==> src/rtl/obs_reg4_pkg.sv <==
package obs_reg4_pkg;
   typedef enum logic [1:0] {
      MD_SHIFT = 2'b00,
      MD_CLEAR = 2'b01,
      MD_SIG   = 2'b10,
      MD_LOAD  = 2'b11
   } obs_mode_e;

   typedef struct packed {
      logic gate_par;   // let par_i into the slice XOR
      logic chain_en;   // let previous bit into the slice XOR
      logic head_fb;    // bit 0 takes feedback instead of scan_i
   } obs_ctl_t;
endpackage

==> src/rtl/obs_ctrl.sv <==
module obs_ctrl
   import obs_reg4_pkg::*;
(
   input  logic [1:0] mode_i,
   output obs_ctl_t   ctl_o
);
   always_comb begin
      ctl_o.gate_par = mode_i[1];
      ctl_o.chain_en = ~mode_i[0];
      ctl_o.head_fb  = mode_i[1];
   end
endmodule

==> src/rtl/obs_fb.sv <==
module obs_fb #(
   parameter int          W    = 8,
   parameter logic [W-1:0] TAPS = 8'hB8
) (
   input  logic [W-1:0] q_i,
   output logic         fb_o
);
   logic [W-1:0] tapped;

   generate
      for (genvar k = 0; k < W; k++) begin : g_tap
         if (TAPS[k]) begin : g_on
            assign tapped[k] = q_i[k];
         end else begin : g_off
            assign tapped[k] = 1'b0;
         end
      end
   endgenerate

   assign fb_o = ^tapped;
endmodule

==> src/rtl/obs_slice.sv <==
module obs_slice #(
   parameter bit RST_ASYNC = 1'b1
) (
   input  logic clk,
   input  logic rst_n,
   input  logic gate_par,
   input  logic chain_en,
   input  logic par_bit,
   input  logic prev_bit,
   output logic q_bit
);
   logic d_bit;

   assign d_bit = (gate_par & par_bit) ^ (chain_en & prev_bit);

   generate
      if (RST_ASYNC) begin : g_arst
         always_ff @(posedge clk or negedge rst_n) begin
            if (!rst_n) q_bit <= 1'b0;
            else        q_bit <= d_bit;
         end
      end else begin : g_srst
         always_ff @(posedge clk) begin
            if (!rst_n) q_bit <= 1'b0;
            else        q_bit <= d_bit;
         end
      end
   endgenerate
endmodule

==> src/rtl/obs_reg4.sv <==
module obs_reg4
   import obs_reg4_pkg::*;
#(
   parameter int           W         = 8,
   parameter logic [W-1:0] TAPS      = 8'hB8,
   parameter bit           RST_ASYNC = 1'b1
) (
   input  logic         clk,
   input  logic         rst_n,
   input  logic [1:0]   mode_i,
   input  logic [W-1:0] par_i,
   input  logic         scan_i,
   output logic         scan_o,
   output logic [W-1:0] q_o
);
   localparam int TOP = W - 1;

   generate
      if (W < 2) begin : g_bad_w
         $error("obs_reg4: W must be at least 2");
      end
      if (TAPS[TOP] != 1'b1) begin : g_bad_taps
         $error("obs_reg4: TAPS must include the top bit");
      end
   endgenerate

   obs_ctl_t     ctl;
   logic         fb;
   logic         head_in;
   logic [W-1:0] prev_vec;

   obs_ctrl u_ctrl (
      .mode_i (mode_i),
      .ctl_o  (ctl)
   );

   obs_fb #(.W(W), .TAPS(TAPS)) u_fb (
      .q_i  (q_o),
      .fb_o (fb)
   );

   assign head_in  = ctl.head_fb ? fb : scan_i;
   assign prev_vec = {q_o[TOP-1:0], head_in};

   generate
      for (genvar i = 0; i < W; i++) begin : g_bit
         obs_slice #(.RST_ASYNC(RST_ASYNC)) u_slice (
            .clk      (clk),
            .rst_n    (rst_n),
            .gate_par (ctl.gate_par),
            .chain_en (ctl.chain_en),
            .par_bit  (par_i[i]),
            .prev_bit (prev_vec[i]),
            .q_bit    (q_o[i])
         );
      end
   endgenerate

   assign scan_o = q_o[TOP];


   shift_mode_chk: assert property (@(posedge clk) disable iff (!rst_n)
      (mode_i == MD_SHIFT) |=> (q_o == {$past(q_o[TOP-1:0]), $past(scan_i)}));


   clear_mode_chk: assert property (@(posedge clk) disable iff (!rst_n)
      (mode_i == MD_CLEAR) |=> (q_o == '0));


   load_mode_chk: assert property (@(posedge clk) disable iff (!rst_n)
      (mode_i == MD_LOAD) |=> (q_o == $past(par_i)));


   sig_upper_chk: assert property (@(posedge clk) disable iff (!rst_n)
      (mode_i == MD_SIG) |=>
         (q_o[TOP:1] == ($past(par_i[TOP:1]) ^ $past(q_o[TOP-1:0]))));


   sig_nonzero_chk: assert property (@(posedge clk) disable iff (!rst_n)
      (mode_i == MD_SIG && par_i == '0 && q_o != '0) |=> (q_o != '0));


   scan_tap_chk: assert property (@(posedge clk) disable iff (!rst_n)
      scan_o == q_o[TOP]);
endmodule

==> config.mk <==
export PLATFORM = sky130hd
export DESIGN_NAME = obs_reg4
export DESIGN_NICKNAME = d
export VERILOG_FILES = /design/src/rtl/obs_reg4_pkg.sv /design/src/rtl/obs_ctrl.sv /design/src/rtl/obs_fb.sv /design/src/rtl/obs_slice.sv /design/src/rtl/obs_reg4.sv
export SDC_FILE = /design/constraint.sdc
export NUM_CORES = 1
export LEC_CHECK = 0
export BUFFER_PORTS_ARGS = -buffer_cell sky130_fd_sc_hd__clkbuf_2
export CORE_AREA = 2 2 39 41
export CTS_CLUSTER_SIZE = 40
export DETAILED_ROUTE_END_ITERATION = 16
export DIE_AREA = 0 0 41 43
export PLACE_DENSITY = 0.59
export RECOVER_POWER = 50
export SETUP_SLACK_MARGIN = 0.05
export SKIP_LAST_GASP = 1
export SYNTH_ARGS = -nofsm -noshare
export SYNTH_HDL_FRONTEND = slang
export SYNTH_HIERARCHICAL = 1
export SYNTH_SLANG_ARGS = --single-unit
==> constraint.sdc <==
create_clock -name clk -period 1.7 [get_ports clk]
set_input_delay 0.085 -clock clk [delete_from_list [all_inputs] [get_ports clk]]
set_output_delay 0.085 -clock clk [all_outputs]
set_load 0.1 [all_outputs]
Word-level counts from Yosys, hierarchy flattened:

Index checks and enable logic that the tools add are counted.

* register bits: 8
* input port bits: 13
* output and inout port bits: 9
* word-level logic and storage cells: 35

* mux-type cells: 1
* bitwise gates (word level): 25
* reductions and logical operators: 1

Operator list (number)
* $and 1x1->1: 16
* $reduce_xor 8->1: 1
* $xor 1x1->1: 8
* $mux 1: 1
* $not 1->1: 1

Longest topological paths before layout:

Gate-level depths: netlist of the first run.

* word-level depth: 4
* mapped depth: 5
* mapped depth without buffers: 5

Hierarchy:

The synthesis of the first run kept the hierarchy.

By module, submodules not included
* obs_slice: times used 8, cells each 4, area each 41.3 µm², seq. area each 25.0 µm²
* obs_fb: times used 1, cells each 3, area each 26.3 µm², seq. area each 0.0 µm²
* obs_reg4: times used 1, cells each 2, area each 22.5 µm², seq. area each 0.0 µm²
* obs_ctrl: times used 1, cells each 3, area each 18.8 µm², seq. area each 0.0 µm²

Worst setup path after synthesis of the first run:

No wires, ideal clock.

* path kind: register to register
* start point: register g_bit[5].u_slice.q_bit
* end point: register g_bit[0].u_slice.q_bit
* setup time: 0.079 ns
* arrival: 1.697 ns
* required time: 1.621 ns
* setup slack: -0.076 ns
* stages on the path, launching flop included: 6
* buffers on the path: 0
* clock period less this slack: 1.776 ns
* path through: dfrtp_1 xnor2_1 xnor2_1 mux2_4 nand2_1 xor2_1

* word-level cells in the longest chain between the ends: 4

Ends and longest elaborated chain
* start: declaration: RTL line obs_slice.sv:10 `output logic q_bit`
* start signal: assignment: RTL line obs_slice.sv:20 `else q_bit <= d_bit;`
* $reduce_xor 8->1: RTL line obs_fb.sv:20 `assign fb_o = ^tapped;`
* via fb: RTL line obs_reg4.sv:28 `logic fb;`
* $mux 1: RTL line obs_reg4.sv:42 `assign head_in = ctl.head_fb ? fb : scan_i;`
* via head_in: RTL line obs_reg4.sv:29 `logic head_in;`
* $and 1x1->1: RTL line obs_slice.sv:14 `assign d_bit = (gate_par & par_bit) ^ (chain_en & prev_bit);`
* $xor 1x1->1: RTL line obs_slice.sv:14
* via g_bit[0].u_slice.d_bit: RTL line obs_slice.sv:12 `logic d_bit;`
* end signal: assignment: RTL line obs_slice.sv:20
* end: declaration: RTL line obs_slice.sv:10

The timed path passes the listed nets, and every way through them passes these cells.

Worst setup path after layout of the first run:

* start point: register g_bit[3].u_slice.q_bit
* end point: register g_bit[0].u_slice.q_bit

* word-level cells in the longest chain between the ends: 4

Ends and longest elaborated chain (RTL line)
* start: declaration: obs_slice.sv:10
* start signal: assignment: obs_slice.sv:20
* $reduce_xor 8->1: obs_fb.sv:20
* via fb: obs_reg4.sv:28
* $mux 1: obs_reg4.sv:42
* via head_in: obs_reg4.sv:29
* $and 1x1->1: obs_slice.sv:14
* $xor 1x1->1: obs_slice.sv:14
* via g_bit[0].u_slice.d_bit: obs_slice.sv:12

The timed path passes the listed nets, and every way through them passes these cells.

==> results of run 1 <==
## layout by cell type (no fill, tap or decap), drive strengths merged
master	instances
xnor2	2
dlygate4sd3	1
dfrtp	8
inv	1
nand2	16
xor2	9
clkbuf	24
mux2	1
## power breakdown
group / leakage [nW] / internal [mW] / switching (mW) / total (mW)
sequential: 0.0948 / 0.224 / 0.0230 / 0.247
clock: 0.0138 / 0.0807 / 0.0638 / 0.145
combinational: 0.165 / 0.0752 / 0.312 / 0.387
## final timing paths
| path | endpoint | start | depth (start not counted) | slack [ns] |
|---|---|---|---|---|
| setup / recovery | g_bit[0].u_slice/q_bit | g_bit[3].u_slice/q_bit | 5 | 0.44 |
| max in group asynchronous | g_bit[7].u_slice/q_bit | rst_n | 2 | 1.09 |
| hold reg to reg | g_bit[3].u_slice/q_bit | g_bit[2].u_slice/q_bit | 2 | 0.54 |
| hold / removal | g_bit[7].u_slice/q_bit | par_i[7] | 3 | 0.06 |
| setup reg to reg | g_bit[0].u_slice/q_bit | g_bit[3].u_slice/q_bit | 5 | 0.44 |
| min in group asynchronous | g_bit[0].u_slice/q_bit | rst_n | 2 | 0.28 |
## area by class of cell
type	instances	area, sq um
clock buffer	3	22.5
fill	162	847
inverter	1	3.75
multi-input combinational	28	171
sequential	8	205
tap	16	20.0
timing repair buffer	22	114
## cell families (layout without fill, tap and decap cells)
family | count (synthesis) | in the layout | synth area share [%]
multiplexers | 1 | 1 | 3.77
flip-flops | 8 | 8 | 50.3
buffers and inverters | 4 | 26 | 6.60
XOR/XNOR | 11 | 11 | 24.2
AND/OR/NAND/NOR | 16 | 16 | 15.1
## worst max-delay path, stage by stage, from the launching register on
cell     delay (ns)
dfrtp_2        0.42
xor2_1         0.22
xnor2_1        0.10
mux2_4         0.25
nand2_1        0.07
xor2_1         0.13
## repair_timing
action                                 in CTS  in global routing
endpoints found under the hold margin       8                  0
resized for setup                           0                  0
hold buffers                                1                  0
setup endpoints to repair                   0                  0
## metal layers
| metal | vias to the layer above | routed length (um) |
|---|---|---|
| met5 | - | 0 |
| met1 | 150 | 374 |
| met2 | 15 | 362 |
| li1 | 163 | - |
| met4 | 0 | 0 |
| met3 | 0 | 97 |
==> impl_metrics.json, run 1 <==
{
  "status": "completed",
  "syn_area_sq_um": 398,
  "area.growth.synth_to_final_pct": 34.9,
  "post-route-util_pct": 38.8,
  "ios": 22,
  "gp_congestion": 0.645,
  "drive_gt1_share_pct": 45.2,
  "cp.arrival_ns": 1.44,
  "stdcell_area_sq_um": 537,
  "yosysTopAreaCell": "dfrtp_1",
  "p_per_area_nw_per_um2": 1450,
  "grt_max_degree": 10,
  "first_pass_iters": 2,
  "synth.top_cells.by_area": "dfrtp_1 (50%), xor2_1 (20%), nand2_1 (15%)",
  "vias_per_cell": 4.21,
  "async_reset_ff_share_pct": 100,
  "syn_area_per_cell_sq_um": 9.95,
  "ys_dominant_reg_cell": "dfrtp_1",
  "top_register": "g_bit.u_slice/q_bit",
  "rows": 14,
  "synth_edf_count": 0,
  "use_met2_pct": 14.1,
  "maxCapViolCount": 0,
  "numClockSinks": 8,
  "cts-root-buf": "clkbuf_4",
  "synthTopCellsByCount": "nand2_1 (16), xor2_1 (9), dfrtp_1 (8)",
  "synthCells": 40,
  "relSlewSlack_pct": 63.5,
  "rsz0062_at_grt": "false",
  "setup_viol": 0,
  "die_w_um": 41,
  "via_count": 328,
  "nNetsFinal": 77,
  "io_buffers": 21,
  "gr-total-overflow": 0,
  "antenna_cells": 0,
  "setup_tns_ns": 0,
  "syn-num-nets": 53,
  "cts_tree": "built",
  "h-tree-depth": 1,
  "antenna_found_initial": 0,
  "place_inst": 74,
  "placed_cell_area_sq_um": 505,
  "cts_setup_buffers": 0,
  "met1_usage_pct": 15.5,
  "peakVddDrop_mv": 0.424,
  "clk_pin_slew_worst_paths_ns": 0.06,
  "die_h_um": 43,
  "min_path_type": "in2reg",
  "fin_crit_sh_pct": 74.2,
  "final_antenna_net_count": 0,
  "endpoint_kind": "flop",
  "holdWs_ns": 0.0638,
  "largestRegisters": "g_bit.u_slice/q_bit (8)",
  "yosysWarnings": 6,
  "yosysSeqAreaShare_pct": 50.3,
  "slew_viol_final": 0,
  "clk_latency_ns": 0.25,
  "grt_first_pass_wirelength_um": 1290,
  "fin_skew_ns": 0.00213,
  "path_max_fanout": 3,
  "ys_types": 7,
  "tightest_slew_ns": 0.549,
  "wl_per_cell_um": 10.7,
  "initial_core_util_pct": 28.8,
  "synth_top_area_share_pct": 50.3,
  "finalHoldViolations": 0,
  "setup_ws_ns": 0.439,
  "max_freq_ghz": 0.793,
  "core_area_sq_um": 1380,
  "total_power_mw": 0.779,
  "p_leak_nw": 0.273,
  "dpl.hpwl_um": 678,
  "grt_usage_pct": 11.5,
  "grt_pass1_vias": 294,
  "clock_path_buffers": 2,
  "routed_wl_um": 833,
  "drt_iter0_markers": 2,
  "worstSetupPathType": "reg2reg",
  "worst_setup_path_start_kind": "flop",
  "place_ws_ns": 0.429,
  "busiest_layer": "met1",
  "ys_ff_latch": 8,
  "cp.required_ns": 1.88,
  "numCtsBuffers": 3,
  "min_period_ns": 1.26,
  "grtUsageMet3_pct": 3.66,
  "final_cells": 78,
  "largest_reg_flops": 8,
  "yosysMostFrequentCell": "nand2_1",
  "drc": 0,
  "dieArea_sq_um": 1760
}
Power figures use the tool's default switching activity.
==> run 2, diff against run 1 <==
--- a/config.mk
+++ b/config.mk
@@ -5,12 +5,13 @@
 export SDC_FILE = /design/constraint.sdc
 export NUM_CORES = 1
 export LEC_CHECK = 0
+export ABC_AREA = 1
 export BUFFER_PORTS_ARGS = -buffer_cell sky130_fd_sc_hd__clkbuf_2
 export CORE_AREA = 2 2 39 41
 export CTS_CLUSTER_SIZE = 40
 export DETAILED_ROUTE_END_ITERATION = 16
 export DIE_AREA = 0 0 41 43
-export PLACE_DENSITY = 0.59
+export PLACE_DENSITY = 0.69
 export RECOVER_POWER = 50
 export SETUP_SLACK_MARGIN = 0.05
 export SKIP_LAST_GASP = 1
==> constraint.sdc (replaced) <==
create_clock -name clk -period 1.1 [get_ports clk]
set_input_delay 0.055 -clock clk [delete_from_list [all_inputs] [get_ports clk]]
set_output_delay 0.055 -clock clk [all_outputs]
set_load 0.1 [all_outputs]
==> impl_metrics.json, run 2 <==
{
  "gp_congestion": 0.697,
  "h-tree-depth": 1,
  "synth_edf_count": 0,
  "yosysWarnings": 6,
  "numCtsBuffers": 3,
  "use_met2_pct": 27.8,
  "endpoint_kind": "primary output",
  "fin_crit_sh_pct": 111,
  "yosysTopAreaCell": "dfrtp_1",
  "first_pass_iters": 5,
  "failed_checks": "negative setup slack",
  "routed_wl_um": 1140,
  "swShare_pct": 41.8,
  "seq_power_share_pct": 31.1,
  "tightest_slew_ns": 0.437,
  "die_w_um": 41,
  "clk_pin_slew_worst_paths_ns": 0.06,
  "dieArea_sq_um": 1760,
  "grt_max_degree": 15,
  "vias_per_cell": 4.38,
  "fillers": 119,
  "register_area_sq_um": 219,
  "die_h_um": 43,
  "met1_usage_pct": 17.2,
  "final_antenna_net_count": 0,
  "wl_per_cell_um": 9.08,
  "syn_area_sq_um": 495,
  "largestRegisters": "g_bit.u_slice/q_bit (8)",
  "comb_power_share_pct": 48.9,
  "p_int_mw": 0.700,
  "p_per_area_nw_per_um2": 1390,
  "status": "complete, but fails checks",
  "ys_ff_latch": 8,
  "cts_tree": "built",
  "drc": 0,
  "synthCells": 79,
  "busiest_layer": "met2",
  "relSlewSlack_pct": 70.9,
  "area.growth.synth_to_final_pct": 74.0,
  "yosysMostFrequentCell": "nand2_1",
  "grtUsageMet3_pct": 3.66,
  "yosysSeqAreaShare_pct": 40.4,
  "final_common_cell": "nand2_1",
  "place_ws_ns": -0.114,
  "min_period_ns": 1.22,
  "p_leak_nw": 0.513,
  "numClockSinks": 8,
  "worstSetupPathType": "reg2out",
  "initial_core_util_pct": 35.8,
  "antenna_found_initial": 0,
  "slew_viol_final": 0,
  "syn_area_per_cell_sq_um": 6.27,
  "grt_first_pass_wirelength_um": 1970,
  "io_buffers": 21,
  "ios": 22,
  "setup_viol": 3,
  "ys_types": 8,
  "dpl.hpwl_um": 915,
  "top_register": "g_bit.u_slice/q_bit",
  "synth.top_cells.by_area": "dfrtp_1 (40%), nand2_1 (33%), inv_1 (11%)",
  "fin_skew_ns": 0.00309,
  "finalHoldViolations": 0,
  "peakVddDrop_mv": 0.864,
  "gr-total-overflow": 0,
  "antenna_cells": 0,
  "worst_setup_path_start_kind": "flop",
  "via_count": 548,
  "drt_iter0_markers": 16,
  "ys_dominant_reg_cell": "dfrtp_1",
  "grt_usage_pct": 16.2,
  "min_path_type": "in2reg",
  "rsz0062_at_grt": "true",
  "layout_common_cells": "nand2_1 (42), inv_1 (14), clkbuf_2 (11)",
  "core_area_sq_um": 1380,
  "max_freq_ghz": 0.821,
  "setup_ws_ns": -0.118,
  "rows": 14,
  "largest_reg_flops": 8,
  "cp.arrival_ns": 1.16,
  "drive_gt1_share_pct": 35.8,
  "multi_input_area_sq_um": 228,
  "path_max_fanout": 4,
  "syn-num-nets": 92,
  "clock_path_buffers": 2,
  "clk_latency_ns": 0.25,
  "synth_top_area_share_pct": 40.4,
  "cts-root-buf": "clkbuf_4",
  "holdWs_ns": 0.0367,
  "synthTopCellsByCount": "nand2_1 (43), inv_1 (14), dfrtp_1 (8), nand3_1 (8), buf_4 (3)",
  "grt_pass1_vias": 548,
  "cp.required_ns": 1.04,
  "maxCapViolCount": 0,
  "p_sw_mw": 0.502,
  "nNetsFinal": 123,
  "power.clock.fraction_pct": 19.9,
  "async_reset_ff_share_pct": 100
}
-- run 2: cell types whose count changed after synthesis, moves of 8 or more --
| cell | previous run | this run |
|---|---|---|
| xor2_1 | 9 | 0 |
| nand3_1 | 0 | 8 |
| inv_1 | 1 | 14 |
| nand2_1 | 16 | 43 |
-- run 2: worst paths after layout --
path | start | endpoint | slack (ns) | cells after the start
worst max-delay path | g_bit[5].u_slice/q_bit | q_o[5] | -0.12 | 3
worst min-delay path | par_i[3] | g_bit[3].u_slice/q_bit | 0.04 | 3
worst max register to register | g_bit[4].u_slice/q_bit | g_bit[0].u_slice/q_bit | -0.11 | 10
worst min register to register | g_bit[1].u_slice/q_bit | g_bit[2].u_slice/q_bit | 0.59 | 3
max in group asynchronous | rst_n | g_bit[7].u_slice/q_bit | 0.50 | 2
min in group asynchronous | rst_n | g_bit[4].u_slice/q_bit | 0.26 | 2
-- run 2: through the flow --
step                cell area (sq um)  cells  power [mW]  setup TNS (ns)  utilization (%)
floorplan                         517     79       0.716          -0.413                -
global placement                  792    118       0.932         -0.0558             57.2
detailed placement                792    118       0.943          -0.114             57.2
CTS                               841    123        1.20          -0.184             60.8
global route                      862    125        1.27          -0.596             62.3
finish                            862    125        1.20          -0.344             62.3
-- run 2: kinds of logic (layout without fill, tap and decap cells) --
family	Yosys count	after routing	synth area share (%)
simple gates	53	53	42.7
flops	8	8	40.4
buf+inv	17	47	15.2
xor+xnor	1	1	1.77
-- run 2: critical path: stages, from the launching register on --
cell and delay (ns):
dfrtp_4 0.50, buf_4 0.15, buf_6 0.11, buf_12 0.15
-- run 2: what timing repair did --
action	4_1_cts	5_1_grt
hold buffers	1	0
setup buffers	0	2
gates resized for setup	3	2
setup endpoints to repair	6	6
hold endpoints to repair	8	0
-- run 2: area by class of cell --
cell class | instances | share of cell area, %
clock buffers | 4 | 3.05
inverters | 14 | 6.10
multi-input cells | 54 | 26.4
flip-flops and latches | 8 | 25.4
well taps | 16 | 2.32
repair buffers | 29 | 36.7
-- run 2: metal layers --
layer	vias to the layer above	wire, um
met4	0	0
met2	15	633
li1	289	-
met1	244	442
met5	-	0
met3	0	59
-- run 2: power by group through the flow --
stage / combinational (mW) / clock, mW / sequential (mW)
after floorplan: 0.133 / 0 / 0.584
after global placement: 0.558 / 0 / 0.374
after detailed placement: 0.567 / 0 / 0.376
after CTS: 0.576 / 0.249 / 0.374
after global routing: 0.626 / 0.262 / 0.378
final: 0.588 / 0.239 / 0.374
==> run 3, diff against run 2 <==
--- a/config.mk
+++ b/config.mk
@@ -14,7 +14,6 @@
 export PLACE_DENSITY = 0.69
 export RECOVER_POWER = 50
 export SETUP_SLACK_MARGIN = 0.05
-export SKIP_LAST_GASP = 1
 export SYNTH_ARGS = -nofsm -noshare
 export SYNTH_HDL_FRONTEND = slang
 export SYNTH_HIERARCHICAL = 1
==> impl_metrics.json, run 3 (synthesis results as in run 2) <==
{
  "setup_tns_ns": -0.344,
  "core_area_sq_um": 1380,
  "nNetsFinal": 123,
  "failed_checks": "negative setup slack",
  "rows": 14,
  "min-delay-start": "par_i[3]",
  "ios": 22,
  "first_pass_iters": 5,
  "hold_depth": 3,
  "reg2reg_from": "g_bit[4].u_slice/q_bit",
  "final_cells": 125,
  "relSlewSlack_pct": 70.9,
  "largest_reg_flops": 8,
  "area.growth.synth_to_final_pct": 74.0,
  "dpl.hpwl_um": 915,
  "clock_path_buffers": 2,
  "setup_viol": 3,
  "min_period_ns": 1.22,
  "gp_congestion": 0.697,
  "reg2reg_slack_ns": -0.11,
  "clk_latency_ns": 0.25,
  "largestRegisters": "g_bit.u_slice/q_bit (8)",
  "cts-root-buf": "clkbuf_4",
  "place_inst": 118,
  "cts_tree": "built",
  "total_power_mw": 1.20,
  "layout_common_cells": "nand2_1 (42), inv_1 (13), clkbuf_2 (11)",
  "p_per_area_nw_per_um2": 1390,
  "h-tree-depth": 1,
  "final_antenna_net_count": 0,
  "worst_setup_path_start_kind": "flop",
  "slew_viol_final": 0,
  "setup_ws_ns": -0.118,
  "drive_gt1_share_pct": 36.7,
  "die_h_um": 43,
  "wl_per_cell_um": 9.08,
  "p_leak_nw": 0.511,
  "antenna_cells": 0,
  "numClockSinks": 8,
  "path_max_fanout": 4,
  "peakVddDrop_mv": 0.864,
  "grt_pass1_vias": 548,
  "placed_cell_area_sq_um": 792,
  "rr_endpoint": "g_bit[0].u_slice/q_bit",
  "maxCapViolCount": 0,
  "via_count": 548,
  "endpoint_kind": "primary output",
  "io_buffers": 21,
  "min_to": "g_bit[3].u_slice/q_bit",
  "dieArea_sq_um": 1760,
  "drt_iter0_markers": 16,
  "antenna_found_initial": 0,
  "gr-total-overflow": 0,
  "clk_pin_slew_worst_paths_ns": 0.06,
  "grt_max_degree": 15,
  "rsz0062_at_grt": "true",
  "worstSetupPathType": "reg2out",
  "grt_usage_pct": 16.2,
  "grt_first_pass_wirelength_um": 1970,
  "initial_core_util_pct": 35.8,
  "cp.arrival_ns": 1.16,
  "numCtsBuffers": 3,
  "stdcell_area_sq_um": 862,
  "r2r_cells": 10,
  "top_register": "g_bit.u_slice/q_bit",
  "die_w_um": 41,
  "drc": 0,
  "min_path_type": "in2reg",
  "cp.required_ns": 1.04,
  "routed_wl_um": 1140,
  "tightest_slew_ns": 0.437,
  "vias_per_cell": 4.38,
  "final_common_cell": "nand2_1",
  "max_freq_ghz": 0.821,
  "finalHoldViolations": 0,
  "post-route-util_pct": 62.3,
  "fin_skew_ns": 0.00309,
  "fin_crit_sh_pct": 111,
  "status": "complete, but fails checks"
}
[run 3: area by class of cell]
| type | instances | area, sq um |
|---|---|---|
| fillers | 119 | 522 |
| well taps | 16 | 20.0 |
| clock buffers | 4 | 26.3 |
| inverters | 14 | 52.6 |
| flip-flops and latches | 8 | 219 |
| multi-input cells | 54 | 228 |
| repair buffers | 29 | 317 |
[run 3: metal layers]
metal / track usage (%) / up-vias / share of wire, %
li1: - / 289 / -
met1: 17.2 / 244 / 39
met2: 27.8 / 15 / 56
met3: 3.66 / 0 / 5.2
met4: 8.00 / 0 / 0
met5: 0 / - / 0
[run 3: worst max-delay path, stage by stage (launching register included)]
cell and delay (ns):
dfrtp_4 0.50, buf_4 0.15, buf_6 0.11, buf_12 0.15
[run 3: power by group]
part           switching (mW)  total (mW)  internal, mW
sequential             0.0389       0.374         0.335
combinational           0.363       0.588         0.226
clock                   0.101       0.239         0.139
[run 3: worst max path at each step]
stage	from	end	slack, ns	depth (start not counted)
finish	g_bit[5].u_slice/q_bit	q_o[5]	-0.12	3
global route	g_bit[4].u_slice/q_bit	g_bit[0].u_slice/q_bit	-0.20	10
CTS	g_bit[4].u_slice/q_bit	g_bit[0].u_slice/q_bit	-0.12	10
detailed placement	g_bit[4].u_slice/q_bit	g_bit[0].u_slice/q_bit	-0.11	10
global placement	g_bit[4].u_slice/q_bit	g_bit[0].u_slice/q_bit	-0.06	10
floorplan	g_bit[4].u_slice/q_bit	g_bit[0].u_slice/q_bit	-0.21	10
[run 3: per-stage QoR]
stage,setup WS [ns],hold WS (ns)
6_report,-0.118,0.0367
4_1_cts,-0.120,0.0304
3_3_place_gp,-0.0558,-0.0902
3_5_place_dp,-0.114,-0.0858
5_1_grt,-0.203,0.0486
2_1_floorplan,-0.211,-0.241
[run 3: repair_timing]
item,4_1_cts,5_1_grt
hold buffers,1,0
gates resized for setup,3,3
buffers inserted,0,2
endpoints found under the setup margin,6,6
hold endpoints to repair,8,0
